## src/rtl/evt_stamp_pkg.sv

```systemverilog
package evt_stamp_pkg;
  localparam int SEC_W  = 6;
  localparam int MIN_W  = 6;
  localparam int HOUR_W = 5;
  localparam int DATE_W = 5;
  localparam int MON_W  = 4;
  localparam int YEAR_W = 7;

  typedef struct packed {
    logic [YEAR_W-1:0] year;
    logic [MON_W-1:0]  month;
    logic [DATE_W-1:0] date;
    logic [HOUR_W-1:0] hour;
    logic [MIN_W-1:0]  minute;
    logic [SEC_W-1:0]  second;
  } stamp_t;

  localparam int STAMP_W = $bits(stamp_t);
endpackage

```

## src/rtl/evt_in_sync.sv

```systemverilog
module evt_in_sync #(
  parameter int SYNC_N = 2
) (
  input  logic clk_i,
  input  logic rst_ni,
  input  logic pin_i,
  input  logic gate_i,
  output logic rise_o
);
  logic [SYNC_N-1:0] sync_q;
  logic lvl, lvl_q;

  always_ff @(posedge clk_i or negedge rst_ni) begin
    if (!rst_ni) sync_q <= '0;
    else         sync_q <= {sync_q[SYNC_N-2:0], pin_i};
  end

  // gating before the edge detector: a disabled input looks low
  assign lvl = sync_q[SYNC_N-1] & gate_i;

  always_ff @(posedge clk_i or negedge rst_ni) begin
    if (!rst_ni) lvl_q <= 1'b0;
    else         lvl_q <= lvl;
  end

  assign rise_o = lvl & ~lvl_q;
endmodule

```

## src/rtl/evt_flag.sv

```systemverilog
module evt_flag (
  input  logic clk_i,
  input  logic rst_ni,
  input  logic set_i,
  input  logic clr_i,
  output logic flag_o
);
  always_ff @(posedge clk_i or negedge rst_ni) begin
    if (!rst_ni)    flag_o <= 1'b0;
    else if (set_i) flag_o <= 1'b1;  // set wins over clear
    else if (clr_i) flag_o <= 1'b0;
  end
endmodule

```

## src/rtl/evt_hist.sv

```systemverilog
module evt_hist #(
  parameter int DEPTH   = 3,
  parameter int STAMP_W = 33,
  parameter int IDX_W   = 2,
  parameter int CNT_W   = $clog2(DEPTH + 1)
) (
  input  logic               clk_i,
  input  logic               rst_ni,
  input  logic               wr_i,
  input  logic [STAMP_W-1:0] wdata_i,
  input  logic               clr_i,
  input  logic [IDX_W-1:0]   idx_i,
  output logic [CNT_W-1:0]   cnt_o,
  output logic [STAMP_W-1:0] rdata_o
);
  localparam int PTR_W = (DEPTH > 1) ? $clog2(DEPTH) : 1;

  logic [STAMP_W-1:0] mem [DEPTH];
  logic [PTR_W-1:0]   wp_q;
  logic [CNT_W-1:0]   cnt_q;
  logic [PTR_W-1:0]   rd_slot;

  for (genvar i = 0; i < DEPTH; i++) begin : g_ent
    always_ff @(posedge clk_i or negedge rst_ni) begin
      if (!rst_ni)                           mem[i] <= '0;
      else if (clr_i)                        mem[i] <= '0;
      else if (wr_i && wp_q == PTR_W'(i))    mem[i] <= wdata_i;
    end
  end

  always_ff @(posedge clk_i or negedge rst_ni) begin
    if (!rst_ni) begin
      wp_q  <= '0;
      cnt_q <= '0;
    end else if (clr_i) begin
      wp_q  <= '0;
      cnt_q <= '0;
    end else if (wr_i) begin
      wp_q <= (wp_q == PTR_W'(DEPTH - 1)) ? '0 : wp_q + 1'b1;
      if (cnt_q != CNT_W'(DEPTH)) cnt_q <= cnt_q + 1'b1;
    end
  end

  // newest entry sits just behind the write pointer
  always_comb begin
    rd_slot = '0;
    rdata_o = '0;
    if (int'(idx_i) < int'(cnt_q)) begin
      rd_slot = PTR_W'((int'(wp_q) + DEPTH - 1 - int'(idx_i)) % DEPTH);
      rdata_o = mem[rd_slot];
    end
  end

  assign cnt_o = cnt_q;
endmodule

```

## src/rtl/evt_stamp_rec.sv

```systemverilog
module evt_stamp_rec #(
  parameter int HIST_D = 3,
  parameter int IDX_W  = 2,
  parameter int SYNC_N = 2,
  parameter int TS_W   = evt_stamp_pkg::STAMP_W,
  parameter int CNT_W  = $clog2(HIST_D + 1)
) (
  input  logic             clk_i,
  input  logic             rst_ni,
  input  logic             evt_pin_i,
  input  logic [TS_W-1:0]  time_i,
  input  logic             det_en_i,
  input  logic             bat_en_i,
  input  logic             on_bat_i,
  input  logic             clr_flag_i,
  input  logic             clr_first_i,
  input  logic [IDX_W-1:0] rd_idx_i,
  output logic             first_valid_o,
  output logic [TS_W-1:0]  first_ts_o,
  output logic [TS_W-1:0]  hist_ts_o,
  output logic [CNT_W-1:0] evt_cnt_o,
  output logic             evt_n_o
);
  logic gate, rise, flag, hist_wr;

  assign gate = det_en_i & (~on_bat_i | bat_en_i);

  evt_in_sync #(.SYNC_N(SYNC_N)) u_sync (
    .clk_i  (clk_i),
    .rst_ni (rst_ni),
    .pin_i  (evt_pin_i),
    .gate_i (gate),
    .rise_o (rise)
  );

  always_ff @(posedge clk_i or negedge rst_ni) begin
    if (!rst_ni) begin
      first_valid_o <= 1'b0;
      first_ts_o    <= '0;
    end else if (clr_first_i) begin
      first_valid_o <= 1'b0;
      first_ts_o    <= '0;
    end else if (rise && !first_valid_o) begin
      first_valid_o <= 1'b1;
      first_ts_o    <= time_i;
    end
  end

  assign hist_wr = rise & first_valid_o & ~clr_first_i;

  evt_hist #(
    .DEPTH   (HIST_D),
    .STAMP_W (TS_W),
    .IDX_W   (IDX_W),
    .CNT_W   (CNT_W)
  ) u_hist (
    .clk_i   (clk_i),
    .rst_ni  (rst_ni),
    .wr_i    (hist_wr),
    .wdata_i (time_i),
    .clr_i   (clr_first_i),
    .idx_i   (rd_idx_i),
    .cnt_o   (evt_cnt_o),
    .rdata_o (hist_ts_o)
  );

  evt_flag u_flag (
    .clk_i  (clk_i),
    .rst_ni (rst_ni),
    .set_i  (rise),
    .clr_i  (clr_flag_i),
    .flag_o (flag)
  );

  assign evt_n_o = ~flag;
endmodule

```

## config.mk

```make
export PLATFORM = sky130hd
export DESIGN_NAME = evt_stamp_rec
export DESIGN_NICKNAME = d
export VERILOG_FILES = /design/src/rtl/evt_stamp_pkg.sv /design/src/rtl/evt_in_sync.sv /design/src/rtl/evt_flag.sv /design/src/rtl/evt_hist.sv /design/src/rtl/evt_stamp_rec.sv
export SDC_FILE = /design/constraint.sdc
export NUM_CORES = 1
export LEC_CHECK = 0
export ABC_AREA = 0
export BUFFER_PORTS_ARGS = -buffer_cell sky130_fd_sc_hd__buf_2
export CORE_ASPECT_RATIO = 0.6
export CORE_UTILIZATION = 40
export CTS_CLUSTER_DIAMETER = 30
export DETAILED_ROUTE_END_ITERATION = 6
export GPL_ROUTABILITY_DRIVEN = 0
export HOLD_SLACK_MARGIN = 0.08
export PLACE_DENSITY_LB_ADDON = 0.08
export SLEW_MARGIN = 20
export SYNTH_ARGS = -nofsm -noshare
export SYNTH_HDL_FRONTEND = slang
export SYNTH_HIERARCHICAL = 1
export SYNTH_SLANG_ARGS = --single-unit
```

## constraint.sdc

```tcl
create_clock -name clk_i -period 6.45 [get_ports clk_i]
set_input_delay 0.645 -clock clk_i [delete_from_list [all_inputs] [get_ports clk_i]]
set_output_delay 0.645 -clock clk_i [all_outputs]
set_load 0.005 [all_outputs]
```

# Word level (Yosys, flattened, before mapping)
# Index checks and enable logic that the tools add are counted.
[classes]
n_bitwise = 11
addsub = 5
eq_ne = 3
n_reduce_logical = 14
n_div = 1
order_cmp = 2
n_mux = 22
[op_table]
columns = ["op", "n"]
rows = [
  ["two-way mux 33 bit", 11],
  ["binary-select mux 33 bit (select 2 bit)", 1],
  ["remainder unit 32 x 3 -> 32 bit (second input constant)", 1],
  ["subtractor 32 x 2 -> 32 bit (second input constant)", 1],
  ["subtractor 32 x 3 -> 32 bit", 1],
  ["nonzero test 2 bit", 7],
  ["two-way mux 2 bit", 6],
  ["bitwise AND 1 bit", 5],
  ["adder 2 x 1 -> 2 bit (second input constant)", 2],
  ["logical AND 1 bit", 4],
  ["two-way mux 1 bit", 4],
  ["inverter 1 bit", 4],
  ["adder 2 x 2 -> 3 bit (second input constant)", 1],
  [">= comparator 3 bit (second input constant)", 1],
  ["inverter 2 -> 3 bit", 1],
  ["equality test 2 x 1 -> 1 bit (second input constant)", 1],
  ["equality test 2 bit (second input constant)", 1],
  ["zero test 2 bit", 1],
  ["< comparator 2 bit", 1],
  ["!= test 2 bit (second input constant)", 1],
  ["AND reduction 2 bit", 1],
  ["zero test 1 bit", 1],
  ["bitwise OR 1 bit", 1],
]
[word_totals]
elab_cells = 68
in_bits = 43
out_inout_bits = 70
register_bits = 141

# Logic depth before layout (Yosys ltp)
# Gate-level depths: netlist of run 1.
[logic_depth]
ltp_word = 10
depth_mapped = 17
depth_no_buf = 15

# Modules after synthesis
# The synthesis of run 1 kept the hierarchy.
[modules_own_cells]
columns = ["module", "seq_area_each_um2", "area_per_inst_um2", "cells_per_inst", "instances"]
rows = [
  ["evt_hist", 2577.5, 4959.8, 413, 1],
  ["evt_stamp_rec", 850.8, 1863.0, 157, 1],
  ["evt_in_sync", 75.1, 90.1, 5, 1],
  ["evt_flag", 25.0, 36.3, 3, 1],
]

# Worst setup path before layout of run 1
# Ideal clock, no wire load.
[synth_timing]
path_type = "input port to output port"
start = "input port rd_idx_i[0]"
end = "output port hist_ts_o[10]"
t_arrival_ps = 4694
slack_ps = 1111
required_time_ps = 5805
path_buffers = 1
stages = 14
path_cell_list = "ha_1 fa_1 ha_1 nor2b_1 and3_1 or4_4 ha_1 o41ai_1 ha_1 a31oi_4 or3b_2 a21o_1 clkbuf_1 o32ai_1"
[synth_via]
elab_chain_len = 7
word_cells_on_any_way = 8
cone_classes = "1 x add/sub; 1 x div; 1 x order compare; 4 x mux; 1 x bitwise"
[synth_lines]
columns = ["item", "line_no", "source"]
rows = [
  ["start, declared", "evt_stamp_rec.sv:17", "input logic [IDX_W-1:0] rd_idx_i,"],
  ["subtractor 32 x 3 -> 32 bit", "evt_hist.sv:49", "rd_slot = PTR_W'((int'(wp_q) + DEPTH - 1 - int'(idx_i)) % DEPTH);"],
  ["remainder unit 32 x 3 -> 32 bit", "evt_hist.sv:49", ""],
  ["inverter 2 -> 3 bit (implied by the code)", "evt_hist.sv:50", "rdata_o = mem[rd_slot];"],
  ["binary-select mux 33 bit (select 2 bit)", "evt_hist.sv:50", ""],
  ["two-way mux 33 bit (implied by the code) (2 in series)", "evt_hist.sv:50", ""],
  ["two-way mux 33 bit (*)", "evt_hist.sv:48", "if (int'(idx_i) < int'(cnt_q)) begin"],
  ["end, declared", "evt_stamp_rec.sv:20", "output logic [TS_W-1:0] hist_ts_o,"],
]
# Every way passes the cells marked *; elsewhere a longest branch is shown, timed or not. The select of a mux whose other input is x is not followed.

# Worst setup path after layout of run 1
[layout_timing]
start = "register u_hist.wp_q[0]"
end = "output port hist_ts_o[3]"
[layout_via]
elab_chain_len = 9
[layout_lines]
columns = ["item", "line_no", "source"]
rows = [
  ["start, declared", "evt_hist.sv:19", "logic [PTR_W-1:0] wp_q;"],
  ["start signal, assigned", "evt_hist.sv:39", "wp_q <= (wp_q == PTR_W'(DEPTH - 1)) ? '0 : wp_q + 1'b1;"],
  ["adder 2 x 2 -> 3 bit", "evt_hist.sv:49", ""],
  ["subtractor 32 x 2 -> 32 bit", "evt_hist.sv:49", ""],
  ["subtractor 32 x 3 -> 32 bit", "evt_hist.sv:49", ""],
  ["remainder unit 32 x 3 -> 32 bit", "evt_hist.sv:49", ""],
  ["inverter 2 -> 3 bit (implied by the code)", "evt_hist.sv:50", ""],
  ["binary-select mux 33 bit (select 2 bit)", "evt_hist.sv:50", ""],
  ["two-way mux 33 bit (implied by the code) (2 in series)", "evt_hist.sv:50", ""],
  ["two-way mux 33 bit", "evt_hist.sv:48", ""],
]
# No other way between the ends. The select of a mux whose other input is x is not followed.

==> impl_results.md, run 1 <==
- Outcome: completed
- Clk_skew: 0.0104 ns
- Root cell of the clock tree: clkbuf_16
- Critical Path AT: 5.53 ns
- Reg area: 0.00353 sq mm
- CTS tree: yes
- Sw Ratio: 27.2%
- Via density: 5.77
- Worst VDD drop: 0.162 mV
- IO Count: 113
- IO Port Bufs: 112
- Slew @ Worst Pin: 1.05 ns
- Gr ovfl total: 0
- Crit-path slowest cell: or4_4
- Clock buffer depth: 2
- Normalized max-slew margin: 29.8%
- Die X: 172 microns
- Combinational share of power: 14.9%
- # DRC: 0
- Clock network power share: 43.8%
- Final setup vio count: 0
- Reg2reg end: u_hist/mem[39]
- Int Pwr: 1.59 mW
- Area growth syn-to-layout: 21.2%
- Iter 0 DRT Violations: 361
- Commonest non-fill, non-tap cell in the layout: dfrtp_1
- CP startpoint: u_hist/wp_q[0]
- CP top delay family: adder cells
- Post-synthesis net count: 630
- Buffers plus inverters on the worst setup path: 5
- Clk pin slew, worst setup/hold paths: 0.06 ns
- Main synth FF type: dfrtp_1
- Worst Setup EP: hist_ts_o[3]
- Avg Inst Size Synth: 12.0 sq um
- Critical path type: register to primary output
- Filler cells: 1495
- Core box area: 0.0166 sq mm
- Startpoint Class: register
- Wire per inst: 21.5 microns
- Ant diodes: 0
- Fin. Hold Viols: 0
- Levels on crit path: 19
- Sequential Power Share: 41.2%
- Largest net degree at the start of global routing: 77
- Library cells used by synthesis: 45
- Seq/Total Area, Yosys: 50.8%
- Syn. warnings: 6
- Initial Utilization: 41.8%
- Synth Register Bits: 141
- CTS H-tree depth: 4
- Synth async-reset ratio: 100%
- Post-Syn Instances: 578
- Post-Route WL: 19900 microns
- Number of synthesized flops with an enable pin: 0
- Die area: 0.0179 sq mm
- R2R Setup Slk: 3.26 ns
- Reg2reg path depth: 7
- Leak: 3.92 nW
- Antenna Nets Post-Route: 0
- CTS Buf Count: 17
- First-pass GRT wire length: 31400 microns
- Vias: 5339
- Final Max Slew Viols: 0
- PD cells: 260 mW/mm^2
- Sink Count: 141
- Footprint of the multi-input gates: 0.00309 sq mm
- Drt first pass iters: 5
- Crit-path max FO: 8
- Worst setup EP type: primary output
- Max Cap Viol: 0
- Fmax: 162 MHz
- Initial antenna violation count: 0
- Hold Crit Class: input port to asynchronous set/reset pin
- Vias in the first global route: 5325
- Reg2Reg Launch Point: u_sync/lvl_q
- Final period util: 95.8%
- CP Cell Sequence: inv_1 -> ha_2 -> fa_1 -> ha_1 -> nor2b_1 -> and3_1 -> or4_4 -> ha_1 -> o31ai_1 -> o41ai_1 -> buf_4 -> ha_1 -> a31oi_4 -> mux2i_1 -> a22oi_2 -> buf_4 -> buf_4 -> o32ai_1 -> buf_2
- Post-Syn Area: 0.00695 sq mm
- Final core occ: 50.7%
- Hpwl dp: 12000 microns
- Die Y: 104 microns
- Post-Route Setup TNS: 0 ns
- Minimum clock period: 6.18 ns
- Share of layout cells above drive strength 1: 32.6%
- Worst-skew pair later-pin latency: 0.42 ns
- Required @ worst endpoint: 5.80 ns
- Switch Pwr: 595 uW
- Final nets: 736
- Max incr delay on CP: 0.54 ns
- Standard-cell rows: 36
- GRT Total Usage: 23.2%
- Most frequent cells in the layout: dfrtp_1 (140), buf_2 (112), a22o_1 (99), inv_1 (41), nand2b_1 (37)
-- power by group through the flow --
stage | Sequential, mW | Combinational (mW) | Clock, mW
5_1_grt | 0.904 | 0.347 | 1.02
6_report | 0.903 | 0.327 | 0.960
4_1_cts | 0.903 | 0.293 | 0.972
2_1_floorplan | 0.919 | 0.171 | 0
3_5_place_dp | 0.919 | 0.291 | 0
3_3_place_gp | 0.918 | 0.285 | 0
-- state kept, by name (all words and copies together), names as in the netlist --
signal,flops
first_ts_o,33
first_valid_o,1
u_flag/flag_o,1
u_hist/wp_q,2
u_hist/mem,99
u_hist/cnt_o,2
u_sync/sync_q,2
u_sync/lvl_q,1
-- Yosys cell counts, drive strengths merged, types with 11 or more instances --
master   number  share of area, %
a22o         99                12
o21ai        34               4.1
buf          18               2.0
nand2b       37               3.3
inv          41               2.2
nand2        11              0.59
mux2i        35               5.0
nand4bb      33               5.3
clkbuf       33               1.8
dfrtp       141                51
o32ai        33               5.2
-- stage by stage --
stage               worst slack [ns]  area (sq um)  power [mW]  hold WS (ns)  std cells
finish                         0.271          8420        2.19         0.237        925
global route                -0.00384          8420        2.27         0.282        925
CTS                           0.0472          8330        2.17         0.257        916
detailed placement             0.377          7750        1.21         0.337        884
global placement               0.529          7750        1.20         0.339        884
floorplan                       1.11          6950        1.09         0.331        578
-- layout make-up --
| class | count | area share [%] |
|---|---|---|
| clock inverters | 8 | 0.980 |
| inverters | 41 | 1.83 |
| clock buffers | 24 | 5.84 |
| well taps | 228 | 3.39 |
| multi-input cells | 345 | 36.7 |
| flip-flops and latches | 141 | 41.9 |
| repair buffers | 138 | 9.39 |
-- layer usage --
layer	GRT usage, %	vias to the layer above	wire (microns)
met5	0	-	0
met4	5.31	0	214
met3	5.18	16	1220
met2	31.3	180	8240
met1	36.9	2751	10300
li1	-	2392	-
-- kinds of logic after synthesis --
group	count (synthesis)	synth area share (%)
flops	141	50.8
simple gates	114	12.2
mux	36	5.26
xor+xnor	2	0.360
fa+ha+maj	9	1.73
compound gates	184	23.7
buf+inv	92	5.96
-- how the worst min path moves through the flow --
stage,start,endpoint,slack [ns],cells after the start
final,rst_ni,u_hist/mem[22],0.24,1
after detailed placement,u_sync/sync_q[0],u_sync/sync_q[1],0.34,0
after floorplan,u_sync/sync_q[0],u_sync/sync_q[1],0.33,0
after global placement,u_sync/sync_q[0],u_sync/sync_q[1],0.34,0
after global routing,rst_ni,u_hist/mem[22],0.28,1
after CTS,rst_ni,u_hist/mem[22],0.26,1
-- repair_timing --
action,CTS,global route
resized for setup,0,5
hold buffers,0,0
setup endpoints to repair,0,32
setup buffers,0,6
No activity file was read; power rests on OpenSTA's default activity.
==> run 2, diff against run 1 <==
--- a/config.mk
+++ b/config.mk
@@ -5,7 +5,7 @@
 export SDC_FILE = /design/constraint.sdc
 export NUM_CORES = 1
 export LEC_CHECK = 0
-export ABC_AREA = 0
+export ABC_AREA = 1
 export BUFFER_PORTS_ARGS = -buffer_cell sky130_fd_sc_hd__buf_2
 export CORE_ASPECT_RATIO = 0.6
 export CORE_UTILIZATION = 40
@@ -14,6 +14,7 @@
 export GPL_ROUTABILITY_DRIVEN = 0
 export HOLD_SLACK_MARGIN = 0.08
 export PLACE_DENSITY_LB_ADDON = 0.08
+export REMOVE_ABC_BUFFERS = 1
 export SLEW_MARGIN = 20
 export SYNTH_ARGS = -nofsm -noshare
 export SYNTH_HDL_FRONTEND = slang
==> impl_results.md, run 2 <==
- Iter 0 DRT Violations: 420 (+16%)
- Hpwl dp: 12000 microns (-0.45%)
- CTS Buf Count: 17 (unchanged)
- Crit-path slowest cell: fa_1
- Most frequent cell after synthesis: nand3_1
- Synth Register Bits: 141 (unchanged)
- GRT Total Usage: 23.2% (+0.034 points)
- Root cell of the clock tree: clkbuf_16
- Reg area: 0.00353 sq mm (about the same)
- Most area-hungry cell type in the Yosys netlist: dfrtp_1
- Leak: 4.37 nW (+11%)
- Area growth syn-to-layout: 16.6%
- Die X: 176 microns (+2.3%)
- Share of layout cells above drive strength 1: 28.5% (-4.0 points)
- Max Cap Viol: 0 (unchanged)
- Syn. warnings: 6 (unchanged)
- Antenna Nets Post-Route: 0 (unchanged)
- Buffers plus inverters on the worst setup path: 7 (+2)
- Levels on crit path: 28 (+9)
- # resized after CTS: 0 (unchanged)
- Initial Utilization: 41.7% (-0.15 points)
- Area contributors post-synth: dfrtp_1 (49%), mux2_2 (10%), nand3_1 (9.8%)
- IO Count: 113 (unchanged)
- Reg2reg path depth: 5 (-2)
- Footprint of the multi-input gates: 0.00307 sq mm (-0.53%)
- Via density: 5.48 (-5.1%)
- Final Max Slew Viols: 0 (unchanged)
- Core box area: 0.0175 sq mm (+5.0%)
- Die Y: 106 microns (+2.2%)
- Worst setup EP type: primary output
- Post-Route Setup TNS: 0 ns (unchanged)
- Combinational share of power: 20.5% (+5.6 points)
- Final hold slack: 0.279 ns (+0.0426 ns)
- Slew @ Worst Pin: 1.00 ns (-0.0436 ns)
- RSZ-0062 raised after global routing: no
- Largest net degree at the start of global routing: 80 (+3.9%)
- Critical Path AT: 5.50 ns (-0.03 ns)
- First-pass GRT wire length: 33600 microns (+6.9%)
- Ant diodes: 0 (unchanged)
- Switch Pwr: 777 uW (+30%)
- Synth cell count leaders: nand3_1 (143), dfrtp_1 (141), nand2_1 (111)
- Library cells used by synthesis: 31 (-31%)
- Clock buffer depth: 2 (unchanged)
- # DRC: 0 (unchanged)
- Seq/Total Area, Yosys: 48.5% (-2.2 points)
- Required @ worst endpoint: 5.80 ns (about the same)
- Vias in the first global route: 6345 (+19%)
- Max reg flops: 99 (unchanged)
- Most frequent cells in the layout: nand3_1 (143), dfrtp_1 (141), buf_2 (111), nand2_1 (110), inv_1 (88)
- Max incr delay on CP: 0.55 ns (about the same)
- Number of synthesized flops with an enable pin: 0 (unchanged)
- Synth top area share: 48.5% (-2.2 points)
- Fmax: 163 MHz (+0.52%)
- Final setup vio count: 0 (unchanged)
- Hold Crit Class: input port to asynchronous set/reset pin
- PD cells: 292 mW/mm^2 (+12%)
- Gr ovfl total: 0 (unchanged)
- Sink Count: 141 (unchanged)
- Int Pwr: 1.70 mW (+6.6%)
- Main synth FF type: dfrtp_1
- Sw Ratio: 31.4% (+4.2 points)
- Wire per inst: 18.4 microns (-14%)
- Post-Route WL: 20800 microns (+4.6%)
- Power, Total: 2.48 mW (+13%)
- Die area: 0.0187 sq mm (+4.6%)
- Commonest non-fill, non-tap cell in the layout: nand3_1
- Final period util: 95.3% (-0.50 points)
- Fin. Hold Viols: 0 (unchanged)
- CP top delay family: simple AND/OR/NAND/NOR gates
- Avg Inst Size Synth: 9.05 sq um (-25%)
- CTS H-tree depth: 4 (unchanged)
- Most frequent CP cell: nand2_1
- Synth async-reset ratio: 100% (unchanged)
- Crit-path max FO: 34 (+26)
- Largest Register: u_hist/mem
- Startpoint Class: register
- Critical path type: register to primary output
- Sequential Power Share: 38.8% (-2.4 points)
- R2R Setup Slk: 3.86 ns (+0.60 ns)
- Place WS: 0.575 ns (+0.198 ns)
- Final WS setup: 0.303 ns (+0.0320 ns)
- Clk pin slew, worst setup/hold paths: 0.07 ns (about the same)
- Clk_skew: 0.0193 ns (+0.00881 ns)
- IO Port Bufs: 112 (unchanged)
- Drt first pass iters: 7 (+2)
- Worst-skew pair later-pin latency: 0.42 ns (about the same)
- Vias: 6196 (+16%)
- Filler cells: 1641 (+9.8%)
- CTS Hold Bufs: 0 (unchanged)
- Outcome: completed
- Minimum clock period: 6.15 ns (-0.0320 ns)
- Worst VDD drop: 0.165 mV (+1.9%)
- Post-Syn Area: 0.00727 sq mm (+4.6%)
- Biggest regs: u_hist/mem (99), first_ts_o (33)
- CTS tree: yes
- Clock network power share: 40.7% (-3.1 points)
- Initial antenna violation count: 0 (unchanged)
- Setup Buffers After CTS: 0 (unchanged)
- Final nets: 936 (+27%)
- Post-Syn Instances: 803 (+39%)
- Standard-cell rows: 37 (+2.8%)
- Normalized max-slew margin: 32.9% (+3.1 points)
## run 2: power by group through the flow
stage                     registers (mW)  logic, mW  clock network [mW]
after floorplan                    0.971      0.295                   0
after global placement             0.973      0.492                   0
after detailed placement           0.975      0.505                   0
after CTS                          0.960      0.507                1.03
after global routing               0.967      0.554                1.07
final                              0.960      0.507                1.01
## run 2: logic make-up (layout without fill, tap and decap cells)
group	Yosys count	in the layout	synth area share (%)
simple gates	356	356	24.0
mux	66	66	10.2
buf+inv	152	246	9.48
fa+ha+maj	9	9	1.65
compound gates	79	79	6.16
flops	141	141	48.5
## run 2: routing by layer
layer	part of all wire [%]	wire (microns)	track usage, %	vias to the layer above
met5	0	0	0	-
met4	0.74	155	7.27	0
met3	5.7	1180	3.90	15
met2	45	9450	35.9	231
met1	48	10000	33.1	3085
li1	-	-	-	2865
## run 2: worst reg2reg max path: cells and delay by family, from the launching register on
kind,cells,cell delay (ns)
buf+inv,1,0.32
flops,1,0.36
mux,1,0.46
simple gates,3,1.33
## run 2: stage by stage
stage | cells | cell area, sq um | utilization (%)
after floorplan | 744 | 6930 | -
after global placement | 1099 | 7880 | 45.1
after detailed placement | 1099 | 7880 | 45.1
after CTS | 1131 | 8480 | 48.6
after global routing | 1131 | 8480 | 48.6
final | 1131 | 8480 | 48.6
## run 2: layout make-up
class | instances | share of cell area (%)
flip-flops and latches | 141 | 41.6
multi-input cells | 510 | 36.3
repair buffers | 121 | 7.48
clock buffers | 19 | 5.11
clock inverters | 13 | 1.95
inverters | 93 | 4.13
well taps | 234 | 3.45
## run 2: final timing paths
kind	startpoint	endpoint
min in group clk_i	evt_pin_i	u_sync/sync_q[0]
worst min register to register	u_sync/sync_q[0]	u_sync/sync_q[1]
max in group asynchronous	rst_ni	u_hist/mem[1]
worst max-delay path	u_hist/wp_q[0]	hist_ts_o[8]
worst min-delay path	rst_ni	first_ts_o[29]
worst max register to register	first_valid_o	u_hist/mem[97]
==> run 3, diff against run 2 <==
--- a/config.mk
+++ b/config.mk
@@ -18,5 +18,4 @@
 export SLEW_MARGIN = 20
 export SYNTH_ARGS = -nofsm -noshare
 export SYNTH_HDL_FRONTEND = slang
-export SYNTH_HIERARCHICAL = 1
 export SYNTH_SLANG_ARGS = --single-unit
==> impl_results.md, run 3 <==
- Outcome: completed
- CTS H-tree depth: 4 (unchanged)
- R2R Setup Slk: 3.00 ns (-0.86 ns)
- Synth async-reset ratio: 100% (unchanged)
- Final Max Slew Viols: 0 (unchanged)
- Gr ovfl total: 0 (unchanged)
- Final nets: 1066 (+14%)
- Hpwl dp: 12400 microns (+3.6%)
- Initial Utilization: 41.7% (about the same)
- Leak: 4.64 nW (+6.3%)
- Vias: 6339 (+2.3%)
- Wire per inst: 16.6 microns (-9.7%)
- Via density: 5.06 (-7.7%)
- Synth top area share: 48.4% (-0.17 points)
- Die area: 0.0188 sq mm (+0.34%)
- Area contributors post-synth: dfrtp_1 (48%), nand2_1 (17%), nand3_1 (8.6%)
- Crit-path slowest cell: fa_1
- CTS Hold Bufs: 0 (unchanged)
- Initial antenna violation count: 0 (unchanged)
- Core box area: 0.0175 sq mm (+0.27%)
- Final std cells w/o fill: 1254 (+11%)
- Filler cells: 1699 (+3.5%)
- Root cell of the clock tree: clkbuf_16
- Commonest non-fill, non-tap cell in the layout: nand2_1
- Vias in the first global route: 5941 (-6.4%)
- Standard-cell rows: 37 (unchanged)
- Syn. warnings: 0 (-6)
- Post-Syn Area: 0.00730 sq mm (+0.34%)
- Post-Route WL: 20900 microns (about the same)
- Most area-hungry cell type in the Yosys netlist: dfrtp_1
- Sink Count: 141 (unchanged)
- Clock buffer depth: 2 (unchanged)
- Slew @ Worst Pin: 1.04 ns (+0.0407 ns)
- Reg2Reg Launch Point: u_sync.sync_q[1]
- Post-Syn Instances: 899 (+12%)
- Normalized max-slew margin: 30.4% (-2.5 points)
- Required @ worst endpoint: 5.80 ns (about the same)
- CTS Buf Count: 17 (unchanged)
- Die Y: 107 microns (+0.17%)
- Worst setup EP type: primary output
- Die X: 176 microns (+0.17%)
- Final setup vio count: 0 (unchanged)
- Clk pin slew, worst setup/hold paths: 0.07 ns (about the same)
- Library cells used by synthesis: 30 (-3.2%)
- PD cells: 339 mW/mm^2 (+16%)
- Crit-path max FO: 11 (-68%)
- Hold Crit Class: input port to asynchronous set/reset pin
- Ant diodes: 0 (unchanged)
- Avg Inst Size Synth: 8.12 sq um (-10%)
- Iter 0 DRT Violations: 518 (+23%)
- IO Port Bufs: 112 (unchanged)
- Max Cap Viol: 0 (unchanged)
- Synth cell count leaders: nand2_1 (324), dfrtp_1 (141), nand3_1 (125)
- Critical Path AT: 5.44 ns (-0.06 ns)
- Final core occ: 51.3% (+2.7 points)
- IO Count: 113 (unchanged)
- Power, Total: 3.04 mW (+23%)
- Critical path type: register to primary output
- Worst VDD drop: 0.259 mV (+57%)
- Clk_skew: 0.0111 ns (-0.00820 ns)
- Biggest regs: u_hist.mem (99), first_ts_o (33)
- Placed Cells: 1207 (+9.8%)
- Most frequent cells in the layout: nand2_1 (321), dfrtp_1 (141), nand3_1 (124), buf_2 (111), o21ai_0 (68)
- CP startpoint: u_hist.wp_q[0]
- CTS tree: yes
- Largest net degree at the start of global routing: 78 (-2.5%)
- Most frequent CP cell: inv_1
- Number of synthesized flops with an enable pin: 0 (unchanged)
- Post-Route Setup TNS: 0 ns (unchanged)
- Startpoint Class: register
- Minimum clock period: 6.08 ns (-0.0644 ns)
- Antenna Nets Post-Route: 0 (unchanged)
- Max reg flops: 99 (unchanged)
- Area growth syn-to-layout: 23.0%
- Synth Register Bits: 141 (unchanged)
- Final hold slack: 0.267 ns (-0.0117 ns)
- Max incr delay on CP: 0.38 ns (-0.17 ns)
- # DRC: 0 (unchanged)
- Seq/Total Area, Yosys: 48.4% (-0.17 points)
- First-pass GRT wire length: 32600 microns (-3.0%)
- Fin. Hold Viols: 0 (unchanged)
- Share of layout cells above drive strength 1: 25.1% (-3.4 points)
- Final period util: 94.3% (-1.0 points)
- Drt first pass iters: 5 (-2)
- Fmax: 164 MHz (+1.1%)
- Largest Register: u_hist.mem
- Worst-skew pair later-pin latency: 0.41 ns (about the same)
- Main synth FF type: dfrtp_1
- GRT Total Usage: 22.3% (-0.96 points)
- Most frequent cell after synthesis: nand2_1
## run 3: cell count changes after synthesis, sizes merged, moves of 11 or more
cell,delta
buf,-18
inv,-40
o22ai,-33
mux2,-49
nand2,+207
clkbuf,+11
nand4,-31
o21ai,+64
## run 3: worst max-delay path, delay by kind of cell, from the launching register on
family / cells / cell delay (ns)
and+or+nand+nor: 18 / 1.86
DFF: 1 / 0.35
buffers and inverters: 11 / 0.98
AOI/OAI and AO/OA: 2 / 0.22
adders and majority gates: 7 / 1.61
## run 3: final timing paths
path / endpoint / cells after the start
max: hist_ts_o[10] / 38
min: first_ts_o[15] / 1
max reg2reg: u_hist.mem[51] / 10
min reg2reg: u_sync.sync_q[1] / 0
max in group asynchronous: u_hist.mem[16] / 2
min in group clk_i: u_sync.sync_q[0] / 1
## run 3: layout make-up
cell class / instances / area (sq um) / share of cell area [%]
clock buffer: 19 / 433 / 4.82
clock inverter: 13 / 181 / 2.02
inverter: 55 / 209 / 2.33
multi-input combinational: 654 / 3460 / 38.5
sequential: 141 / 3530 / 39.3
tap: 234 / 293 / 3.26
timing repair buffer: 138 / 871 / 9.70
## run 3: cell families (layout without fill, tap and decap cells)
kind of cell	Yosys count	in the layout	share of synthesized area, %
adders and majority gates	16	16	2.85
DFF	141	141	48.4
and+or+nand+nor	509	512	31.5
muxes	17	17	2.62
buffers and inverters	107	225	6.00
AOI/OAI and AO/OA	109	109	8.63
## run 3: power by group
part	internal (mW)	total [mW]	switching, mW
Sequential	0.950	0.983	0.0337
Combinational	0.354	1.02	0.668
Clock	0.621	1.04	0.416
Total	1.92	3.04	1.12
## run 3: repair_timing
action                                  CTS  global route
pin swaps                                 1             6
gates cloned                              1             4
resized for setup                         2            24
buffers inserted                          0            10
endpoints found under the setup margin   33            33
## run 3: per-stage QoR
| stage | instance area, sq um | worst slack [ns] |
|---|---|---|
| final | 8970 | 0.367 |
| after global routing | 8970 | -0.0498 |
| after CTS | 8680 | 0.0372 |
| after detailed placement | 8050 | 0.202 |
| after global placement | 8050 | 0.289 |
| after floorplan | 7060 | 0.567 |
## run 3: per-layer routing
layer  up-vias  track usage [%]  wire length, microns
met3        11             3.87                  1220
met1      2997             35.0                 10900
met2       205             31.8                  8640
met5         -                0                     0
met4         0             4.00                   104
li1       3126                -                     -
